==> src/rtl/mbx_pkg.sv <==
package mbx_pkg;
  localparam logic [31:0] MBX_REVISION = 32'h4D42_0102;
  // word-address bases of the register groups
  localparam int MSG_WBASE   = 16;
  localparam int FULL_WBASE  = 32;
  localparam int CNT_WBASE   = 48;
  localparam int USR_WBASE   = 64;
  localparam int USR_WSTRIDE = 4;

  typedef enum logic [2:0] {
    RK_NONE, RK_REV, RK_MSG, RK_FULL, RK_CNT, RK_STAT, RK_EN, RK_ECLR
  } reg_kind_e;
endpackage

==> src/rtl/mbx_decode.sv <==
module mbx_decode
  import mbx_pkg::*;
#(
  parameter int ADDR_W = 9,
  parameter int NQ     = 4,
  parameter int NU     = 4,
  localparam int WA_W  = ADDR_W - 2
) (
  input  logic [ADDR_W-1:0] addr,
  output reg_kind_e         kind,
  output logic [WA_W-1:0]   idx
);
  logic [WA_W-1:0] waddr;
  logic [WA_W-1:0] off;

  assign waddr = addr[ADDR_W-1:2];

  always_comb begin
    kind = RK_NONE;
    idx  = '0;
    off  = waddr - WA_W'(USR_WBASE);
    if (addr[1:0] != 2'b00) begin
      kind = RK_NONE;
    end else if (waddr == '0) begin
      kind = RK_REV;
    end else if (int'(waddr) >= MSG_WBASE && int'(waddr) < MSG_WBASE + NQ) begin
      kind = RK_MSG;
      idx  = waddr - WA_W'(MSG_WBASE);
    end else if (int'(waddr) >= FULL_WBASE && int'(waddr) < FULL_WBASE + NQ) begin
      kind = RK_FULL;
      idx  = waddr - WA_W'(FULL_WBASE);
    end else if (int'(waddr) >= CNT_WBASE && int'(waddr) < CNT_WBASE + NQ) begin
      kind = RK_CNT;
      idx  = waddr - WA_W'(CNT_WBASE);
    end else if (int'(waddr) >= USR_WBASE && int'(waddr) < USR_WBASE + USR_WSTRIDE * NU) begin
      idx = off >> 2;
      unique case (off[1:0])
        2'd1:    kind = RK_STAT;
        2'd2:    kind = RK_EN;
        2'd3:    kind = RK_ECLR;
        default: kind = RK_NONE;
      endcase
    end
  end
endmodule

==> src/rtl/mbx_queue.sv <==
module mbx_queue #(
  parameter int DATA_W = 32,
  parameter int DEPTH  = 4,
  localparam int PTR_W = (DEPTH > 1) ? $clog2(DEPTH) : 1,
  localparam int CNT_W = $clog2(DEPTH + 1)
) (
  input  logic              clk,
  input  logic              rst_n,
  input  logic              push,
  input  logic              pop,
  input  logic [DATA_W-1:0] wdata,
  output logic [DATA_W-1:0] head,
  output logic [CNT_W-1:0]  count,
  output logic              empty,
  output logic              full
);
  logic [DATA_W-1:0] mem [DEPTH];
  logic [PTR_W-1:0]  wr_ptr_q, wr_ptr_d, rd_ptr_q, rd_ptr_d;
  logic [CNT_W-1:0]  cnt_q, cnt_d;
  logic              push_ok, pop_ok;

  assign full  = (cnt_q == CNT_W'(DEPTH));
  assign empty = (cnt_q == '0);
  assign count = cnt_q;
  assign head  = mem[rd_ptr_q];

  always_comb begin
    push_ok  = push && !full;
    pop_ok   = pop && !empty;
    wr_ptr_d = wr_ptr_q;
    rd_ptr_d = rd_ptr_q;
    if (push_ok) wr_ptr_d = (wr_ptr_q == PTR_W'(DEPTH - 1)) ? '0 : wr_ptr_q + PTR_W'(1);
    if (pop_ok)  rd_ptr_d = (rd_ptr_q == PTR_W'(DEPTH - 1)) ? '0 : rd_ptr_q + PTR_W'(1);
    unique case ({push_ok, pop_ok})
      2'b10:   cnt_d = cnt_q + CNT_W'(1);
      2'b01:   cnt_d = cnt_q - CNT_W'(1);
      default: cnt_d = cnt_q;
    endcase
  end

  always_ff @(posedge clk or negedge rst_n) begin
    if (!rst_n) begin
      wr_ptr_q <= '0;
      rd_ptr_q <= '0;
      cnt_q    <= '0;
    end else begin
      wr_ptr_q <= wr_ptr_d;
      rd_ptr_q <= rd_ptr_d;
      cnt_q    <= cnt_d;
    end
  end

  always_ff @(posedge clk) begin
    if (push_ok) mem[wr_ptr_q] <= wdata;
  end
endmodule

==> src/rtl/mbx_user_irq.sv <==
module mbx_user_irq #(
  parameter int EV_W = 8
) (
  input  logic            clk,
  input  logic            rst_n,
  input  logic [EV_W-1:0] ev_set,
  input  logic            st_w1c,
  input  logic            en_wr,
  input  logic            en_clr,
  input  logic [EV_W-1:0] wbits,
  output logic [EV_W-1:0] status,
  output logic [EV_W-1:0] enable,
  output logic            irq
);
  logic [EV_W-1:0] status_q, status_d, enable_q, enable_d;

  always_comb begin
    // set has priority over a same-cycle clear
    status_d = (status_q & ~(st_w1c ? wbits : '0)) | ev_set;
    enable_d = enable_q;
    if (en_wr)       enable_d = wbits;
    else if (en_clr) enable_d = enable_q & ~wbits;
  end

  always_ff @(posedge clk or negedge rst_n) begin
    if (!rst_n) begin
      status_q <= '0;
      enable_q <= '0;
    end else begin
      status_q <= status_d;
      enable_q <= enable_d;
    end
  end

  assign status = status_q;
  assign enable = enable_q;
  assign irq    = |(status_q & enable_q);
endmodule

==> src/rtl/ipc_mailbox.sv <==
module ipc_mailbox
  import mbx_pkg::*;
#(
  parameter int DATA_W      = 32,
  parameter int NUM_QUEUES  = 4,
  parameter int QUEUE_DEPTH = 4,
  parameter int NUM_USERS   = 4,
  parameter int ADDR_W      = 9
) (
  input  logic                 clk,
  input  logic                 rst_n,
  input  logic                 bus_sel,
  input  logic                 bus_wr,
  input  logic [ADDR_W-1:0]    bus_addr,
  input  logic [DATA_W-1:0]    bus_wdata,
  output logic [DATA_W-1:0]    bus_rdata,
  output logic [NUM_USERS-1:0] irq
);
  localparam int WA_W  = ADDR_W - 2;
  localparam int EV_W  = 2 * NUM_QUEUES;
  localparam int CNT_W = $clog2(QUEUE_DEPTH + 1);

  // reset: asynchronous assert, synchronous release
  logic [1:0] rst_pipe;
  logic       rst_sync_n;
  always_ff @(posedge clk or negedge rst_n) begin
    if (!rst_n) rst_pipe <= 2'b00;
    else        rst_pipe <= {rst_pipe[0], 1'b1};
  end
  assign rst_sync_n = rst_pipe[1];

  reg_kind_e       dec_kind;
  logic [WA_W-1:0] dec_idx;
  logic            wr_acc, rd_acc;
  logic [EV_W-1:0] wbits;

  assign wr_acc = bus_sel && bus_wr;
  assign rd_acc = bus_sel && !bus_wr;
  assign wbits  = bus_wdata[EV_W-1:0];

  mbx_decode #(.ADDR_W(ADDR_W), .NQ(NUM_QUEUES), .NU(NUM_USERS)) u_decode (
    .addr (bus_addr),
    .kind (dec_kind),
    .idx  (dec_idx)
  );

  logic [NUM_QUEUES-1:0]             q_push, q_pop, q_full, q_empty;
  logic [NUM_QUEUES-1:0][CNT_W-1:0]  q_count;
  logic [NUM_QUEUES-1:0][DATA_W-1:0] q_head;
  logic [EV_W-1:0]                   ev_set;

  for (genvar q = 0; q < NUM_QUEUES; q++) begin : g_queue
    assign q_push[q] = wr_acc && (dec_kind == RK_MSG) && (dec_idx == WA_W'(q));
    assign q_pop[q]  = rd_acc && (dec_kind == RK_MSG) && (dec_idx == WA_W'(q));
    assign ev_set[2*q]   = !q_empty[q];
    assign ev_set[2*q+1] = !q_full[q];

    mbx_queue #(.DATA_W(DATA_W), .DEPTH(QUEUE_DEPTH)) u_queue (
      .clk   (clk),
      .rst_n (rst_sync_n),
      .push  (q_push[q]),
      .pop   (q_pop[q]),
      .wdata (bus_wdata),
      .head  (q_head[q]),
      .count (q_count[q]),
      .empty (q_empty[q]),
      .full  (q_full[q])
    );
  end

  logic [NUM_USERS-1:0]           u_st_w1c, u_en_wr, u_en_clr;
  logic [NUM_USERS-1:0][EV_W-1:0] u_status, u_enable;

  for (genvar u = 0; u < NUM_USERS; u++) begin : g_user
    assign u_st_w1c[u] = wr_acc && (dec_kind == RK_STAT) && (dec_idx == WA_W'(u));
    assign u_en_wr[u]  = wr_acc && (dec_kind == RK_EN)   && (dec_idx == WA_W'(u));
    assign u_en_clr[u] = wr_acc && (dec_kind == RK_ECLR) && (dec_idx == WA_W'(u));

    mbx_user_irq #(.EV_W(EV_W)) u_user (
      .clk    (clk),
      .rst_n  (rst_sync_n),
      .ev_set (ev_set),
      .st_w1c (u_st_w1c[u]),
      .en_wr  (u_en_wr[u]),
      .en_clr (u_en_clr[u]),
      .wbits  (wbits),
      .status (u_status[u]),
      .enable (u_enable[u]),
      .irq    (irq[u])
    );
  end

  // read path
  logic [DATA_W-1:0] rd_val, rdata_d, rdata_q;

  always_comb begin
    rd_val = '0;
    if (dec_kind == RK_REV) rd_val = DATA_W'(MBX_REVISION);
    for (int q = 0; q < NUM_QUEUES; q++) begin
      if (dec_idx == WA_W'(q)) begin
        if (dec_kind == RK_MSG && !q_empty[q]) rd_val = q_head[q];
        if (dec_kind == RK_FULL)               rd_val = DATA_W'(q_full[q]);
        if (dec_kind == RK_CNT)                rd_val = DATA_W'(q_count[q]);
      end
    end
    for (int u = 0; u < NUM_USERS; u++) begin
      if (dec_idx == WA_W'(u)) begin
        if (dec_kind == RK_STAT) rd_val = DATA_W'(u_status[u]);
        if (dec_kind == RK_EN)   rd_val = DATA_W'(u_enable[u]);
      end
    end
    rdata_d = rd_acc ? rd_val : '0;
  end

  always_ff @(posedge clk or negedge rst_sync_n) begin
    if (!rst_sync_n) rdata_q <= '0;
    else             rdata_q <= rdata_d;
  end

  assign bus_rdata = rdata_q;
endmodule

==> config.mk <==
export PLATFORM = sky130hd
export DESIGN_NAME = ipc_mailbox
export DESIGN_NICKNAME = d
export VERILOG_FILES = /design/src/rtl/mbx_pkg.sv /design/src/rtl/mbx_decode.sv /design/src/rtl/mbx_queue.sv /design/src/rtl/mbx_user_irq.sv /design/src/rtl/ipc_mailbox.sv
export SDC_FILE = /design/constraint.sdc
export NUM_CORES = 1
export LEC_CHECK = 0
export ABC_AREA = 1
export CORE_ASPECT_RATIO = 1.4
export CORE_MARGIN = 4
export CORE_UTILIZATION = 62
export CTS_BUF_LIST = sky130_fd_sc_hd__clkbuf_16
export DETAILED_ROUTE_END_ITERATION = 10
export HOLD_SLACK_MARGIN = 0.1
export PLACE_DENSITY = 0.8
export SETUP_SLACK_MARGIN = 0.15
export SLEW_MARGIN = 10
export SYNTH_ARGS = -nofsm -noshare
export SYNTH_HDL_FRONTEND = slang
export SYNTH_HIERARCHICAL = 1
export SYNTH_SLANG_ARGS = --single-unit
==> constraint.sdc <==
create_clock -name clk -period 4.7 [get_ports clk]
set_input_delay 0.94 -clock clk [delete_from_list [all_inputs] [get_ports clk]]
set_output_delay 0.94 -clock clk [all_outputs]
set_load 0.01 [all_outputs]
==> results.ini <==
[global_route]
grt.total_usage_pct=29.0
grt_pass1_vias=20600
antenna_found_initial=0
grt_max_degree=82
grt_pass1_wl_mm=112
overflow=0

[floorplanning]
die-area_um2=49900
die_w_um=190
die_h_um=263
coreArea_um2=46000
initial_core_util_pct=62.5
ios=81
rows=93

[setup_path]
critical_path_arrival_ns=4.69
required_ns=5.19
end_kind=register
worst-r2r-cell-count=7
path_class=in2reg
cp_max_fo=6
start_kind=input port

[sta]
worstMarginPinSlew_ns=1.19
max_freq_mhz=238
slew_headroom_pct=20.3
period_needed_ns=4.20
setup_ws_ns=0.499
grt_setup_unrepaired=false
clock_skew_ns=0.0237
hold_violations=0
finalCritPeriodShare_pct=89.4
whs_ns=0.352
slew_viol_final=0
final-setup-viol-count=0

[clock_network]
hold_buffers=0
cts_buffers=57
cts_setup_buffers=0
clk_latency_ns=0.62
cts_root_buf=clkbuf_16
cts_buffer_depth=3
cts_tree=built
ctsResizeCount=0
clock_sink_count=638
htreeDepth=2
clk_pin_slew_ns=0.06

[routing]
wl_mm=72.7
via_per_inst=5.88
drt_first_pass_iters=8
ant_nets=0
route.vias.total=20400
drtIter0Drc=1906
post_drt_wl_per_cell_um=20.9
drc_errors=0

[cells_and_area]
utilization_pct=70.5
seq_area_um2=18500
fillers=3105
num-nets-final=2893
antennaDiodeCount=0
area_growth_pct=12.9
drive_gt1_share_pct=9.09
final_cell_area_um2=32400
fin_cells=3476
multi_input_area_um2=8190

[place]
place_ws_ns=-0.100
hpwlAfterDp_mm=47.1
gp_congestion=0.993
place_inst=3369
postPlaceCellArea_um2=30500
port_buffers=80

[flow_run]
cap_violations=0

[synth]
synthDistinctLibCells=47
ys_async_sr_fraction_pct=19.7
synth_compound_area_share_pct=10.9
syn_avg_cell_area_um2=10.6
synth_adder_area_share_pct=1.72
synth_top_area_share_pct=53.5
synth_edf_count=512
syn_inst=2718
synthXorXnorAreaFrac_pct=0.152
yosysMostFrequentCell=nand2_1
synth_common_cells=nand2_1, edfxtp_1, inv_1
synth_flop_cell=edfxtp_1
ys_ff_latch=638
synth_largest_area_cell=edfxtp_1
syn-cell-area_um2=28700
yosysWarnings=6
synth_nets=2800
synth_top_family_by_area=simple AND/OR/NAND/NOR gates
yosysSeqAreaShare_pct=64.5
synthMuxAreaShare_pct=0.0348
synth-simple-area-share_pct=15.2
synth.area.top_cells=edfxtp_1, nand2_1, dfrtp_1, o211ai_1, inv_1

[hold_path]
hp-class=reg2reg
holdPathStages=0

[power_and_ir_drop]
p_per_area_nw_per_um2=366
ir_worst_vdd_mv=0.291
p_leak_uw=0.0128

[outcome]
status=completed

==> layout make-up <==
class / instances / area share, %
sequential: 638 / 57.2
multi-input combinational: 1567 / 25.3
timing repair buffer: 159 / 4.82
inverter: 388 / 4.57
clock buffer: 58 / 4.48
tap: 617 / 2.38
clock inverter: 49 / 1.29
==> cells by family (layout without fill, tap and decap cells) <==
kind of cell / count (synthesis) / after routing
other: 1 / 1
xor gates and xnor gates: 5 / 5
and+or+nand+nor: 1071 / 1071
DFF: 638 / 638
adders and majority gates: 37 / 37
muxes: 1 / 1
buffers and inverters: 513 / 654
AOI/OAI and AO/OA: 452 / 452
==> path summary, 6_finish.rpt <==
kind / slack [ns] / to / startpoint
max in group asynchronous: 3.17 / g_queue[0].u_queue/rd_ptr_q[0]$_DFFE_PN0P_ / rst_pipe[1]$_DFF_PN0_
hold reg to reg: 0.35 / rst_pipe[1]$_DFF_PN0_ / rst_pipe[0]$_DFF_PN0_
setup / recovery: 0.50 / g_queue[1].u_queue/count[2]$_DFFE_PN0P_ / bus_addr[7]
setup reg to reg: 1.68 / bus_rdata[27]$_DFF_PN0_ / g_queue[1].u_queue/rd_ptr_q[0]$_DFFE_PN0P_
min in group asynchronous: 0.47 / g_user[3].u_user/enable[6]$_DFFE_PN0P_ / rst_pipe[1]$_DFF_PN0_
hold / removal: 0.35 / rst_pipe[1]$_DFF_PN0_ / rst_pipe[0]$_DFF_PN0_
==> power by group <==
part	total, uW	internal, uW	switching [uW]
Clock	4660	2620	2040
Combinational	880	280	599
Sequential	6340	6190	147
==> state kept, by name (all words and copies together) (netlist names) <==
name and cells:
g_queue.u_queue/mem 512, bus_rdata 32, g_user.u_user/enable 32, g_user.u_user/status 32, g_queue.u_queue/count 12, g_queue.u_queue/rd_ptr_q 8
g_queue.u_queue/wr_ptr_q 8, rst_pipe 2
==> stage by stage <==
| stage | TNS (ns) | total power, uW |
|---|---|---|
| floorplan | -47.60 | 6920 |
| global placement | -0.00981 | 7270 |
| detailed placement | -2.10 | 7320 |
| CTS | 0 | 11900 |
| global route | 0 | 12300 |
| finish | 0 | 11900 |
==> layer usage <==
layer | share of wire, % | routed length (um) | GRT usage [%]
met5 | 0 | 0 | 0
met4 | 7.6 | 5540 | 18.3
met3 | 6.5 | 4730 | 4.04
met2 | 52 | 37500 | 51.5
met1 | 34 | 24900 | 32.6
==> worst max-delay path: stages <==
cell and delay, ns:
clkdlybuf4s50_1 0.46, inv_1 0.20, ha_1 0.26, inv_1 0.08, a21oi_1 0.11, o21ai_1 0.09, inv_2 0.11, nand2_8 0.08
nand2_4 0.07, o21ai_1 0.06, inv_1 0.19, inv_2 0.08, nor2_4 0.15, nand2_4 0.10, inv_2 0.11, nand2_1 0.16
nor2_1 0.28, nand2_1 0.13, inv_1 0.07, ha_1 0.17, inv_1 0.08, fa_1 0.38, inv_1 0.09, nand2_1 0.08
nand4_1 0.09, nand2_1 0.07
==> cells in the final DEF, fill, tap and decap left out, types with 8 or more instances in the layout <==
cell / n
nand3_1: 84
o21ai_1: 12
clkbuf_16: 58
buf_4: 65
nand4_1: 10
buf_12: 14
ha_1: 33
o21ai_0: 42
nand2_2: 8
o211ai_1: 275
dfrtp_1: 121
a21oi_1: 35
clkinv_1: 15
inv_2: 32
nor2_1: 62
clkdlybuf4s50_1: 79
clkinv_2: 13
a21o_1: 32
edfxtp_1: 512
o22ai_1: 33
inv_1: 359
nor2_4: 20
nand2_1: 856
No activity file was read; power rests on OpenSTA's default activity.
